==> src/rtl/exseq_pkg.sv <==
package exseq_pkg;
    localparam int OP_W   = 4;
    localparam int CC_W   = 3;
    localparam int FLAG_W = 4;
    localparam int GRP_N  = 4;
    localparam int GRP_W  = $clog2(GRP_N);

    localparam int CH_REL   = 0;
    localparam int CH_OFS   = 1;
    localparam int CH_XRD   = 2;
    localparam int CH_YRD   = 3;
    localparam int CH_ALU   = 4;
    localparam int CH_ZALU  = 5;
    localparam int CH_ZRES  = 6;
    localparam int CH_ZMEM  = 7;
    localparam int CH_MLD   = 8;
    localparam int CH_MST   = 9;
    localparam int CH_XOFS  = 10;
    localparam int CH_XPC   = 11;
    localparam int CH_YPC   = 12;
    localparam int CH_FLG   = 13;
    localparam int CH_PCREL = 14;
    localparam int NCH      = 15;

    localparam int FL_ZERO  = 0;
    localparam int FL_NEG   = 1;
    localparam int FL_CARRY = 2;

    localparam logic [OP_W-1:0] OPC_LOAD  = 4'h8;
    localparam logic [OP_W-1:0] OPC_STORE = 4'h9;
    localparam logic [OP_W-1:0] OPC_ADDI  = 4'hA;
    localparam logic [OP_W-1:0] OPC_STPC  = 4'hB;
    localparam logic [OP_W-1:0] OPC_JUMP  = 4'hC;
    localparam logic [OP_W-1:0] OPC_BRCH  = 4'hD;
    localparam logic [OP_W-1:0] ALU_ADD   = 4'h0;

    localparam logic [CC_W-1:0] CC_ALWAYS = 3'd0;
    localparam logic [CC_W-1:0] CC_ZERO   = 3'd1;
    localparam logic [CC_W-1:0] CC_NZERO  = 3'd2;
    localparam logic [CC_W-1:0] CC_NEG    = 3'd3;
    localparam logic [CC_W-1:0] CC_CARRY  = 3'd4;

    typedef logic [NCH-1:0] chmask_t;
    typedef logic [GRP_N-1:0][NCH-1:0] plan_t;

    typedef enum logic [1:0] {
        ST_IDLE    = 2'd0,
        ST_ISSUE   = 2'd1,
        ST_ADVANCE = 2'd2
    } state_t;

    function automatic chmask_t ch(input int idx);
        chmask_t m;
        m = '0;
        m[idx] = 1'b1;
        return m;
    endfunction
endpackage

==> src/rtl/exseq_cond.sv <==
module exseq_cond
    import exseq_pkg::*;
(
    input  logic [FLAG_W-1:0] flags,
    input  logic [CC_W-1:0]   cc,
    output logic              taken
);
    always_comb begin
        unique case (cc)
            CC_ALWAYS: taken = 1'b1;
            CC_ZERO:   taken = flags[FL_ZERO];
            CC_NZERO:  taken = !flags[FL_ZERO];
            CC_NEG:    taken = flags[FL_NEG];
            CC_CARRY:  taken = flags[FL_CARRY];
            default:   taken = 1'b0;
        endcase
    end
endmodule

==> src/rtl/exseq_decode.sv <==
module exseq_decode
    import exseq_pkg::*;
(
    input  logic [OP_W-1:0] op,
    input  logic            taken,
    output plan_t           plan,
    output logic [OP_W-1:0] alu_op
);
    always_comb begin
        plan   = '0;
        alu_op = ALU_ADD;
        if (!op[OP_W-1]) begin
            plan[0] = ch(CH_REL);
            plan[1] = ch(CH_XRD) | ch(CH_YRD) | ch(CH_ALU) | ch(CH_ZALU) | ch(CH_ZRES);
            alu_op  = op;
        end else begin
            unique case (op)
                OPC_LOAD: begin
                    plan[0] = ch(CH_REL);
                    plan[1] = ch(CH_ZMEM) | ch(CH_YRD) | ch(CH_MLD);
                end
                OPC_STORE: begin
                    plan[0] = ch(CH_REL);
                    plan[1] = ch(CH_XRD) | ch(CH_YRD) | ch(CH_MST);
                end
                OPC_ADDI: begin
                    plan[0] = ch(CH_OFS);
                    plan[1] = ch(CH_REL);
                    plan[2] = ch(CH_XOFS) | ch(CH_YRD) | ch(CH_ALU) | ch(CH_ZALU);
                end
                OPC_STPC: begin
                    plan[0] = ch(CH_XPC) | ch(CH_YRD) | ch(CH_ALU) | ch(CH_ZALU);
                    plan[1] = ch(CH_REL);
                end
                OPC_JUMP: begin
                    plan[0] = ch(CH_YPC) | ch(CH_YRD);
                    plan[1] = ch(CH_REL);
                end
                OPC_BRCH: begin
                    plan[0] = ch(CH_OFS);
                    plan[1] = ch(CH_FLG);
                    plan[2] = taken ? ch(CH_PCREL) : '0;
                    plan[3] = ch(CH_REL);
                end
                default: begin
                    plan[0] = ch(CH_REL);
                end
            endcase
        end
    end
endmodule

==> src/rtl/exseq_track.sv <==
module exseq_track
    import exseq_pkg::*;
(
    input  logic    clk,
    input  logic    rst_n,
    input  logic    active,
    input  chmask_t mask,
    input  chmask_t ack,
    output chmask_t req,
    output logic    complete
);
    chmask_t done;

    for (genvar i = 0; i < NCH; i++) begin : g_chan
        always_ff @(posedge clk) begin
            if (!rst_n || !active) begin
                done[i] <= 1'b0;
            end else if (req[i] && ack[i]) begin
                done[i] <= 1'b1;
            end
        end
    end

    always_comb begin
        req      = active ? (mask & ~done) : '0;
        complete = active && ((mask & ~(done | (ack & req))) == '0);
    end
endmodule

==> src/rtl/exec_sequencer.sv <==
module exec_sequencer
    import exseq_pkg::*;
(
    input  logic              clk,
    input  logic              rst_n,
    input  logic              instr_valid,
    output logic              instr_ready,
    input  logic [OP_W-1:0]   instr_op,
    input  logic [CC_W-1:0]   instr_cc,
    input  logic [FLAG_W-1:0] alu_flags,
    output logic [NCH-1:0]    hs_req,
    input  logic [NCH-1:0]    hs_ack,
    output logic [OP_W-1:0]   alu_op
);
    state_t            state, state_nx;
    logic [GRP_W-1:0]  grp;
    logic [OP_W-1:0]   op_q;
    logic [CC_W-1:0]   cc_q;
    logic [FLAG_W-1:0] flags_q;
    logic              taken;
    plan_t             plan;
    logic              active;
    logic              complete;
    logic              last_grp;

    exseq_cond u_cond (
        .flags (flags_q),
        .cc    (cc_q),
        .taken (taken)
    );

    exseq_decode u_decode (
        .op     (op_q),
        .taken  (taken),
        .plan   (plan),
        .alu_op (alu_op)
    );

    exseq_track u_track (
        .clk      (clk),
        .rst_n    (rst_n),
        .active   (active),
        .mask     (plan[grp]),
        .ack      (hs_ack),
        .req      (hs_req),
        .complete (complete)
    );

    always_comb begin
        last_grp = (grp == GRP_W'(GRP_N - 1));
        state_nx = state;
        unique case (state)
            ST_IDLE:    if (instr_valid) state_nx = ST_ISSUE;
            ST_ISSUE:   if (complete) state_nx = last_grp ? ST_IDLE : ST_ADVANCE;
            ST_ADVANCE: state_nx = ST_ISSUE;
            default:    state_nx = ST_IDLE;
        endcase
    end

    always_ff @(posedge clk) begin
        if (!rst_n) begin
            state   <= ST_IDLE;
            grp     <= '0;
            op_q    <= '0;
            cc_q    <= '0;
            flags_q <= '0;
        end else begin
            state <= state_nx;
            if (state == ST_IDLE && instr_valid) begin
                op_q <= instr_op;
                cc_q <= instr_cc;
                grp  <= '0;
            end
            if (state == ST_ADVANCE) begin
                grp <= grp + 1'b1;
            end
            if (state == ST_ISSUE && hs_req[CH_FLG] && hs_ack[CH_FLG]) begin
                flags_q <= alu_flags;
            end
        end
    end

    always_comb begin
        instr_ready = (state == ST_IDLE);
        active      = (state == ST_ISSUE);
    end
endmodule

==> config.mk <==
export PLATFORM = sky130hd
export DESIGN_NAME = exec_sequencer
export DESIGN_NICKNAME = d
export VERILOG_FILES = /design/src/rtl/exseq_pkg.sv /design/src/rtl/exseq_cond.sv /design/src/rtl/exseq_decode.sv /design/src/rtl/exseq_track.sv /design/src/rtl/exec_sequencer.sv
export SDC_FILE = /design/constraint.sdc
export NUM_CORES = 1
export LEC_CHECK = 0
export ABC_AREA = 1
export BUFFER_PORTS_ARGS = -buffer_cell sky130_fd_sc_hd__buf_2
export CORE_ASPECT_RATIO = 2
export CORE_MARGIN = 1
export CORE_UTILIZATION = 40
export CTS_BUF_LIST = sky130_fd_sc_hd__clkbuf_8
export DETAILED_ROUTE_END_ITERATION = 8
export HOLD_SLACK_MARGIN = 0.03
export PLACE_DENSITY = 0.74
export SYNTH_ARGS = -nofsm -noshare
export SYNTH_HDL_FRONTEND = slang
export SYNTH_SLANG_ARGS = --single-unit
==> constraint.sdc <==
create_clock -name clk -period 1.55 [get_ports clk]
set_clock_uncertainty 0.15 [all_clocks]
set_input_delay 0.31 -clock clk [delete_from_list [all_inputs] [get_ports clk]]
set_output_delay 0.31 -clock clk [all_outputs]
set_load 0.05 [all_outputs]
=== Yosys cells after proc, flatten, opt, wreduce, memory -nomap -nowiden ===
Cells that the tools add are included.

* Bits in registers: 29
* Input port bits: 29
* Word-level logic and storage cells: 91

* Bitwise logic cells: 6
* Muxes and demuxes: 18
* Reductions and logical operators: 30
* Equal/unequal tests: 15
* Add/sub/neg operators: 1
* Magnitude comparators: 1

{| class="wikitable"
|+ Operators by type and width
! operator !! number
|-
| 14-bit one-hot mux with 4 select lines || 1
|-
| 15-bit AND || 3
|-
| 15-bit 2-to-1 mux || 3
|-
| 13-bit one-hot mux with 3 select lines || 1
|-
| 15-bit binary-select mux with 2-bit select || 1
|-
| 30-bit 2-to-1 mux || 1
|-
| 15-bit NOT || 2
|-
| 15-bit one-hot mux with 2 select lines || 1
|-
| 4-bit equality test, second input constant || 6
|-
| 1-bit logical AND || 19
|-
| 16-bit 2-to-1 mux || 1
|-
| 15-bit zero test || 1
|-
| 15-bit OR || 1
|-
| 2-bit 2-to-1 mux || 5
|-
| 3-bit by 2-bit equality test with 1-bit output, second input constant || 2
|-
| 2-bit one-hot mux with 3 select lines || 1
|-
| 1-bit one-hot mux with 5 select lines || 1
|-
| 2-bit equality test, second input constant || 2
|-
| 2-bit inequality test, second input constant || 2
|-
| 3-bit by 1-bit equality test with 1-bit output, second input constant || 1
|-
| 3-bit equality test, second input constant || 1
|-
| 1-bit zero test || 3
|-
| 3-bit zero test || 1
|-
| 2-bit by 3-bit less-than comparator with 1-bit output, second input constant || 1
|-
| 10 further kinds || 10
|}

=== Logic depth before layout (Yosys ltp) ===
* Depth after elaboration: 17
* Gate-level depth with buffers: 15

=== Hierarchy ===
From an unflattened synthesis, not the netlist that was laid out.

* Cells, all modules: 416
* Area total of the unflattened synthesis: 2605.0 um^2

{| class="wikitable"
|+ Modules (own cells, without submodules)
! module !! area an instance (um^2) !! sequential area each (um^2) !! cells each !! times used
|-
| exec_sequencer || 1117.3 || 300.3 || 185 || 1
|-
| exseq_track || 888.4 || 300.3 || 136 || 1
|-
| exseq_decode || 553.0 || 0.0 || 83 || 1
|-
| exseq_cond || 46.3 || 0.0 || 12 || 1
|}

=== Worst setup path before layout ===
No wires, ideal clock.

* Path kind: register -> register
* Start point: register state[0]
* End point: register u_track.done[10]
* Data arrival time: 2.188 ns
* Setup time: 0.071 ns
* Clock period less this slack: 2.408 ns
* Stages on the path, launching flop included: 7
* Setup slack: -0.858 ns
* Path buffers: 2
* Cell sequence: dfxtp_1 > nand2_2 > buf_2 > buf_2 > nor3_1 > nand2_1 > a21oi_1

* Word-level cells in the longest chain between the ends: 3
* Elaborated cells on any way between the ends: 5

{| class="wikitable"
|+ Ends and longest elaborated chain
! element !! RTL line !! RTL
|-
| from (decl) || exec_sequencer.sv:15 || <nowiki>state_t state, state_nx;</nowiki>
|-
| from (signal assigned) || exec_sequencer.sv:68 || <nowiki>state <= state_nx;</nowiki>
|-
| 2-bit by 1-bit equality test with 1-bit output || exec_sequencer.sv:85 || <nowiki>active = (state == ST_ISSUE);</nowiki>
|-
| 15-bit 2-to-1 mux || exseq_track.sv:25 || <nowiki>req = active ? (mask & ~done) : '0;</nowiki>
|-
| net hs_req[10] || exec_sequencer.sv:11 || <nowiki>output logic [NCH-1:0] hs_req,</nowiki>
|-
| 1-bit logical AND || exseq_track.sv:18 || <nowiki>end else if (req[i] && ack[i]) begin</nowiki>
|-
| to (signal, indexed assignment) || exseq_track.sv:17 || <nowiki>done[i] <= 1'b0;</nowiki>
|-
| to (signal, indexed assignment) || exseq_track.sv:19 || <nowiki>done[i] <= 1'b1;</nowiki>
|-
| to (decl) || exseq_track.sv:12 || <nowiki>chmask_t done;</nowiki>
|}

The timed path passes the listed nets, and every way through them passes these cells.
A chain may end at the register's enable or synchronous reset.

=== Final worst setup path ===
* Start point: register op_q[0]
* End point: output port hs_req[0]

* Word-level cells in the longest chain between the ends: 8
* Elaborated cells on any way between the ends: 18

{| class="wikitable"
|+ Ends and longest elaborated chain
! element !! RTL line !! RTL
|-
| from (decl) || exec_sequencer.sv:17 || <nowiki>logic [OP_W-1:0] op_q;</nowiki>
|-
| from (signal assigned) || exec_sequencer.sv:70 || <nowiki>op_q <= instr_op;</nowiki>
|-
| 4-bit equality test || exseq_decode.sv:17 || <nowiki>unique case (op)</nowiki>
|-
| 3-bit OR reduction (no source line) / 2-bit OR reduction (equally long branches) || -- ||
|-
| 14-bit one-hot mux with 4 select lines / 13-bit one-hot mux with 3 select lines (equally long branches) || exseq_decode.sv:17 ||
|-
| 30-bit 2-to-1 mux || exseq_decode.sv:12 || <nowiki>if (!op[OP_W-1]) begin</nowiki>
|-
| 15-bit binary-select mux with 2-bit select * || exec_sequencer.sv:43 || <nowiki>.mask (plan[grp]),</nowiki>
|-
| 15-bit 2-to-1 mux (not written as such) * || exec_sequencer.sv:43 ||
|-
| 15-bit AND * || exseq_track.sv:25 ||
|-
| 15-bit 2-to-1 mux * || exseq_track.sv:25 ||
|-
| to (decl) || exec_sequencer.sv:11 ||
|}

Mark *: on every way between the ends. The rest lies on a longest branch, timed or not. The select of a mux whose other input is x is not followed.

==> metrics.txt <==
# TYPE chip_impl_metric gauge
chip_impl_metric{name="seq_area",unit="um^2"} 609
chip_impl_metric{name="antennaDiodeCount",unit=""} 0
chip_impl_metric{name="yosysUniqueCellTypes",unit=""} 27
chip_impl_metric{name="length_of_routed_met2_wiring",unit="um"} 3770
chip_impl_metric{name="globalRoute.totalOverflow",unit=""} 0
chip_impl_metric{name="max_freq",unit="MHz"} 495
chip_impl_metric{name="cellPowerDensity",unit="nW/um^2"} 1390
chip_impl_metric{name="drt-total-wl",unit="um"} 6570
chip_impl_metric{name="timing.critical_path.arrival",unit="ps"} 1560
chip_impl_metric{name="filler_cell_count",unit=""} 246
chip_impl_metric{name="timing.critical_path.fanout_max",unit=""} 5
chip_impl_metric{name="via_count",unit=""} 2200
chip_impl_metric{name="grt_start_max_net_pins",unit=""} 14
chip_impl_metric{name="grt_pass1_vias",unit=""} 2235
chip_impl_info{name="worst_hold_path_type",value="primary input to flip-flop"} 1
chip_impl_metric{name="antenna_left",unit=""} 0
chip_impl_info{name="worst-setup-path-type",value="flip-flop to primary output"} 1
chip_impl_info{name="grt_setup_unrepaired",value="yes"} 1
chip_impl_metric{name="numCtsBuffers",unit=""} 5
chip_impl_metric{name="place.detailed.hpwl",unit="um"} 3740
chip_impl_metric{name="port_buffers",unit=""} 46
chip_impl_metric{name="leakage",unit="nW"} 1.45
chip_impl_metric{name="synth_compound_gate_area_share",unit="%"} 19.5
chip_impl_info{name="setup_crit_start_kind",value="flip-flop"} 1
chip_impl_info{name="root_buffer",value="sky130_fd_sc_hd__clkbuf_8"} 1
chip_impl_metric{name="cts_max_path_buffers",unit=""} 2
chip_impl_metric{name="post_cts_hold_buffer_count",unit=""} 0
chip_impl_metric{name="grt_usage",unit="%"} 30.8
chip_impl_metric{name="die_x",unit="um"} 47.5
chip_impl_metric{name="grt_first_pass_wirelength",unit="um"} 9540
chip_impl_metric{name="area_share_of_fa_ha_maj_cells_after_synthesis",unit="%"} 0.757
chip_impl_info{name="worstHoldStart",value="hs_ack[4]"} 1
chip_impl_metric{name="initial_core_util",unit="%"} 42.6
chip_impl_metric{name="pin_count",unit=""} 49
chip_impl_metric{name="yosys_warnings",unit=""} 0
chip_impl_metric{name="h-tree-depth",unit=""} 2
chip_impl_info{name="endpoint_kind",value="primary output"} 1
chip_impl_metric{name="via_per_inst",unit=""} 5.24
chip_impl_metric{name="drt_iter0_drc",unit=""} 74
chip_impl_metric{name="synth_area_per_cell",unit="um^2"} 6.26
chip_impl_info{name="rr_startpoint",value="op_q[0]"} 1
chip_impl_metric{name="clkSlewWorstSetupHoldPaths",unit="ps"} 60
chip_impl_metric{name="finalHoldViolations",unit=""} 0
chip_impl_metric{name="synth_simple_gate_area_share",unit="%"} 31.5
chip_impl_info{name="startpoint",value="op_q[0]"} 1
chip_impl_metric{name="drive_gt1_share",unit="%"} 57.5
chip_impl_metric{name="post-route-period-util",unit="%"} 130
chip_impl_metric{name="route.met3.wl",unit="um"} 247
chip_impl_metric{name="synthesis.area",unit="um^2"} 1650
chip_impl_info{name="status",value="finished, violations left"} 1
chip_impl_metric{name="synthesized_netlist_net_count",unit=""} 294
chip_impl_metric{name="setup_violations",unit=""} 29
chip_impl_metric{name="syn-instance-count",unit=""} 264
chip_impl_metric{name="m1WireLength",unit="um"} 2200
chip_impl_info{name="tritoncts_clock_tree",value="yes"} 1
chip_impl_metric{name="post_route_setup_slack",unit="ps"} -470
chip_impl_metric{name="drc_errors",unit=""} 0
chip_impl_info{name="failing_checks",value="setup timing"} 1
chip_impl_metric{name="finalWeightedCongestion",unit=""} 0.852
chip_impl_metric{name="die_height",unit="um"} 92.9
chip_impl_metric{name="synth-seq-cells",unit=""} 29
chip_impl_metric{name="fraction_of_the_yosys_area_taken_by_sequential_cells",unit="%"} 35.1
chip_impl_metric{name="grt_antenna_before_repair",unit=""} 0
chip_impl_metric{name="multi_input_comb_area",unit="um^2"} 1260
chip_impl_metric{name="place_inst",unit=""} 391
chip_impl_metric{name="yosys.area_share.xor_xnor",unit="%"} 0
chip_impl_metric{name="pre_cts_setup_slack",unit="ps"} -254
chip_impl_metric{name="layout_min_cycle_time",unit="ps"} 2020
chip_impl_info{name="largest_family_of_logic_cells_by_synthesized_area",value="simple AND/OR/NAND/NOR gates"} 1
chip_impl_metric{name="cts.sink_count",unit=""} 29
chip_impl_metric{name="area_growth_syn_to_layout",unit="%"} 87.6
chip_impl_metric{name="instances_no_fill",unit=""} 420
chip_impl_metric{name="routedWlPerCell",unit="um"} 15.6
chip_impl_metric{name="muxShareOfSynthArea",unit="%"} 0
chip_impl_metric{name="detailedRoute.firstPassIterationCount",unit=""} 4
chip_impl_metric{name="core_region_area",unit="um^2"} 3880
chip_impl_metric{name="drv.max_cap_violation_count",unit=""} 0
chip_impl_metric{name="final_max_slew_viol_count",unit=""} 0
chip_impl_info{name="maxUsedRoutingLayer",value="met4"} 1
chip_impl_metric{name="final_net_count",unit=""} 399
chip_impl_metric{name="critPathRequiredTime",unit="ps"} 1090
chip_impl_metric{name="die-area",unit="um^2"} 4410
chip_impl_metric{name="clock_insertion_delay_at_the_later_pin_of_the_skew_report",unit="ps"} 290
chip_impl_metric{name="vdd_drop_max",unit="uV"} 981
chip_impl_metric{name="row_count",unit=""} 32
## critical path: stages (launching register included)
cell,delay [ps]
sky130_fd_sc_hd__dfxtp_4,390
sky130_fd_sc_hd__inv_4,50
sky130_fd_sc_hd__nor2_4,110
sky130_fd_sc_hd__nand2_4,90
sky130_fd_sc_hd__inv_4,70
sky130_fd_sc_hd__nand2_2,50
sky130_fd_sc_hd__a211oi_2,230
sky130_fd_sc_hd__nand2_2,100
sky130_fd_sc_hd__inv_4,70
sky130_fd_sc_hd__buf_8,130
## sequential cells by signal, indices dropped and copies added, names as in the netlist
name	flops
u_track.done	15
state	2
grp	2
cc_q	3
flags_q	3
op_q	4
## synthesized netlist by cell type, drive strengths merged
library cell / count / area share, %
nand2: 54 / 13
nor2: 52 / 13
inv: 46 / 10
dfxtp: 29 / 35
a21oi: 25 / 7.6
o21ai: 23 / 7.0
buf: 7 / 2.3
o211ai: 7 / 3.2
nand3: 6 / 2.1
nor3: 5 / 1.5
nor4: 2 / 1.5
a211oi: 1 / 0.76
and3: 1 / 0.38
clkbuf: 1 / 0.23
conb: 1 / 0.23
ha: 1 / 0.76
nand4: 1 / 0.38
o2111ai: 1 / 0.53
o21bai: 1 / 0.45
## final timing paths
path	end	slack (ps)	cells after the start
worst min-delay path	u_track.done[4]	120	3
worst min register to register	u_track.done[1]	320	2
worst max register to register	state[0]	-400	15
worst max-delay path	hs_req[0]	-470	9
## cells in the final DEF, fill, tap and decap left out, types with 7 or more instances in the layout
cell type	netlist	routed
sky130_fd_sc_hd__nand2_2	5	19
sky130_fd_sc_hd__buf_8	0	7
sky130_fd_sc_hd__nand2_1	49	26
sky130_fd_sc_hd__buf_4	2	42
sky130_fd_sc_hd__o211ai_1	7	7
sky130_fd_sc_hd__o21ai_2	0	7
sky130_fd_sc_hd__inv_1	33	32
sky130_fd_sc_hd__a21oi_1	25	20
sky130_fd_sc_hd__buf_6	0	29
sky130_fd_sc_hd__buf_2	3	27
sky130_fd_sc_hd__nor2_1	49	30
sky130_fd_sc_hd__nor2_4	1	19
sky130_fd_sc_hd__inv_4	0	8
sky130_fd_sc_hd__o21ai_0	17	10
sky130_fd_sc_hd__dfxtp_1	29	20
sky130_fd_sc_hd__dfxtp_4	0	7
sky130_fd_sc_hd__nand2_4	0	10
## per-layer routing
metal	GRT usage, %	vias to the layer above
li1	-	1037
met1	27.2	1040
met2	55.5	90
met3	4.29	33
met4	23.8	0
met5	0	-
## power breakdown
| part | switching (mW) | internal (mW) |
|---|---|---|
| combinational | 1.54 | 1.12 |
| clock | 0.296 | 0.345 |
| sequential | 0.157 | 0.860 |
## through the flow
step	cell area [um^2]	util, %	power, mW	hold slack [ps]	TNS (ps)
after floorplan	1880	-	2.20	280	-4810
after global placement	2380	61.4	2.77	287	-2940
after detailed placement	2380	61.4	2.80	296	-3180
after CTS	2920	75.2	4.00	111	-6320
after global routing	3100	79.8	4.50	124	-10470
final	3100	79.8	4.31	122	-8220
## cell type report
type / instances / share of cell area, %
Sequential cell: 29 / 19.7
Tap cell: 51 / 2.06
Multi-Input combinational cell: 182 / 40.7
Clock inverter: 1 / 0.121
Timing Repair Buffer: 105 / 28.5
Clock buffer: 6 / 2.66
Inverter: 46 / 6.38
## what timing repair did
item	in CTS	in global routing
cloned	1	0
pin swaps	27	23
setup endpoints to repair	26	37
gates resized for setup	106	41
buffers inserted	17	10
## logic make-up after synthesis
group / Yosys count
compound gates: 58
fa+ha+maj: 1
buf+inv: 54
flops: 29
other cells: 1
simple gates: 121
(Power assumes the default switching activity.)
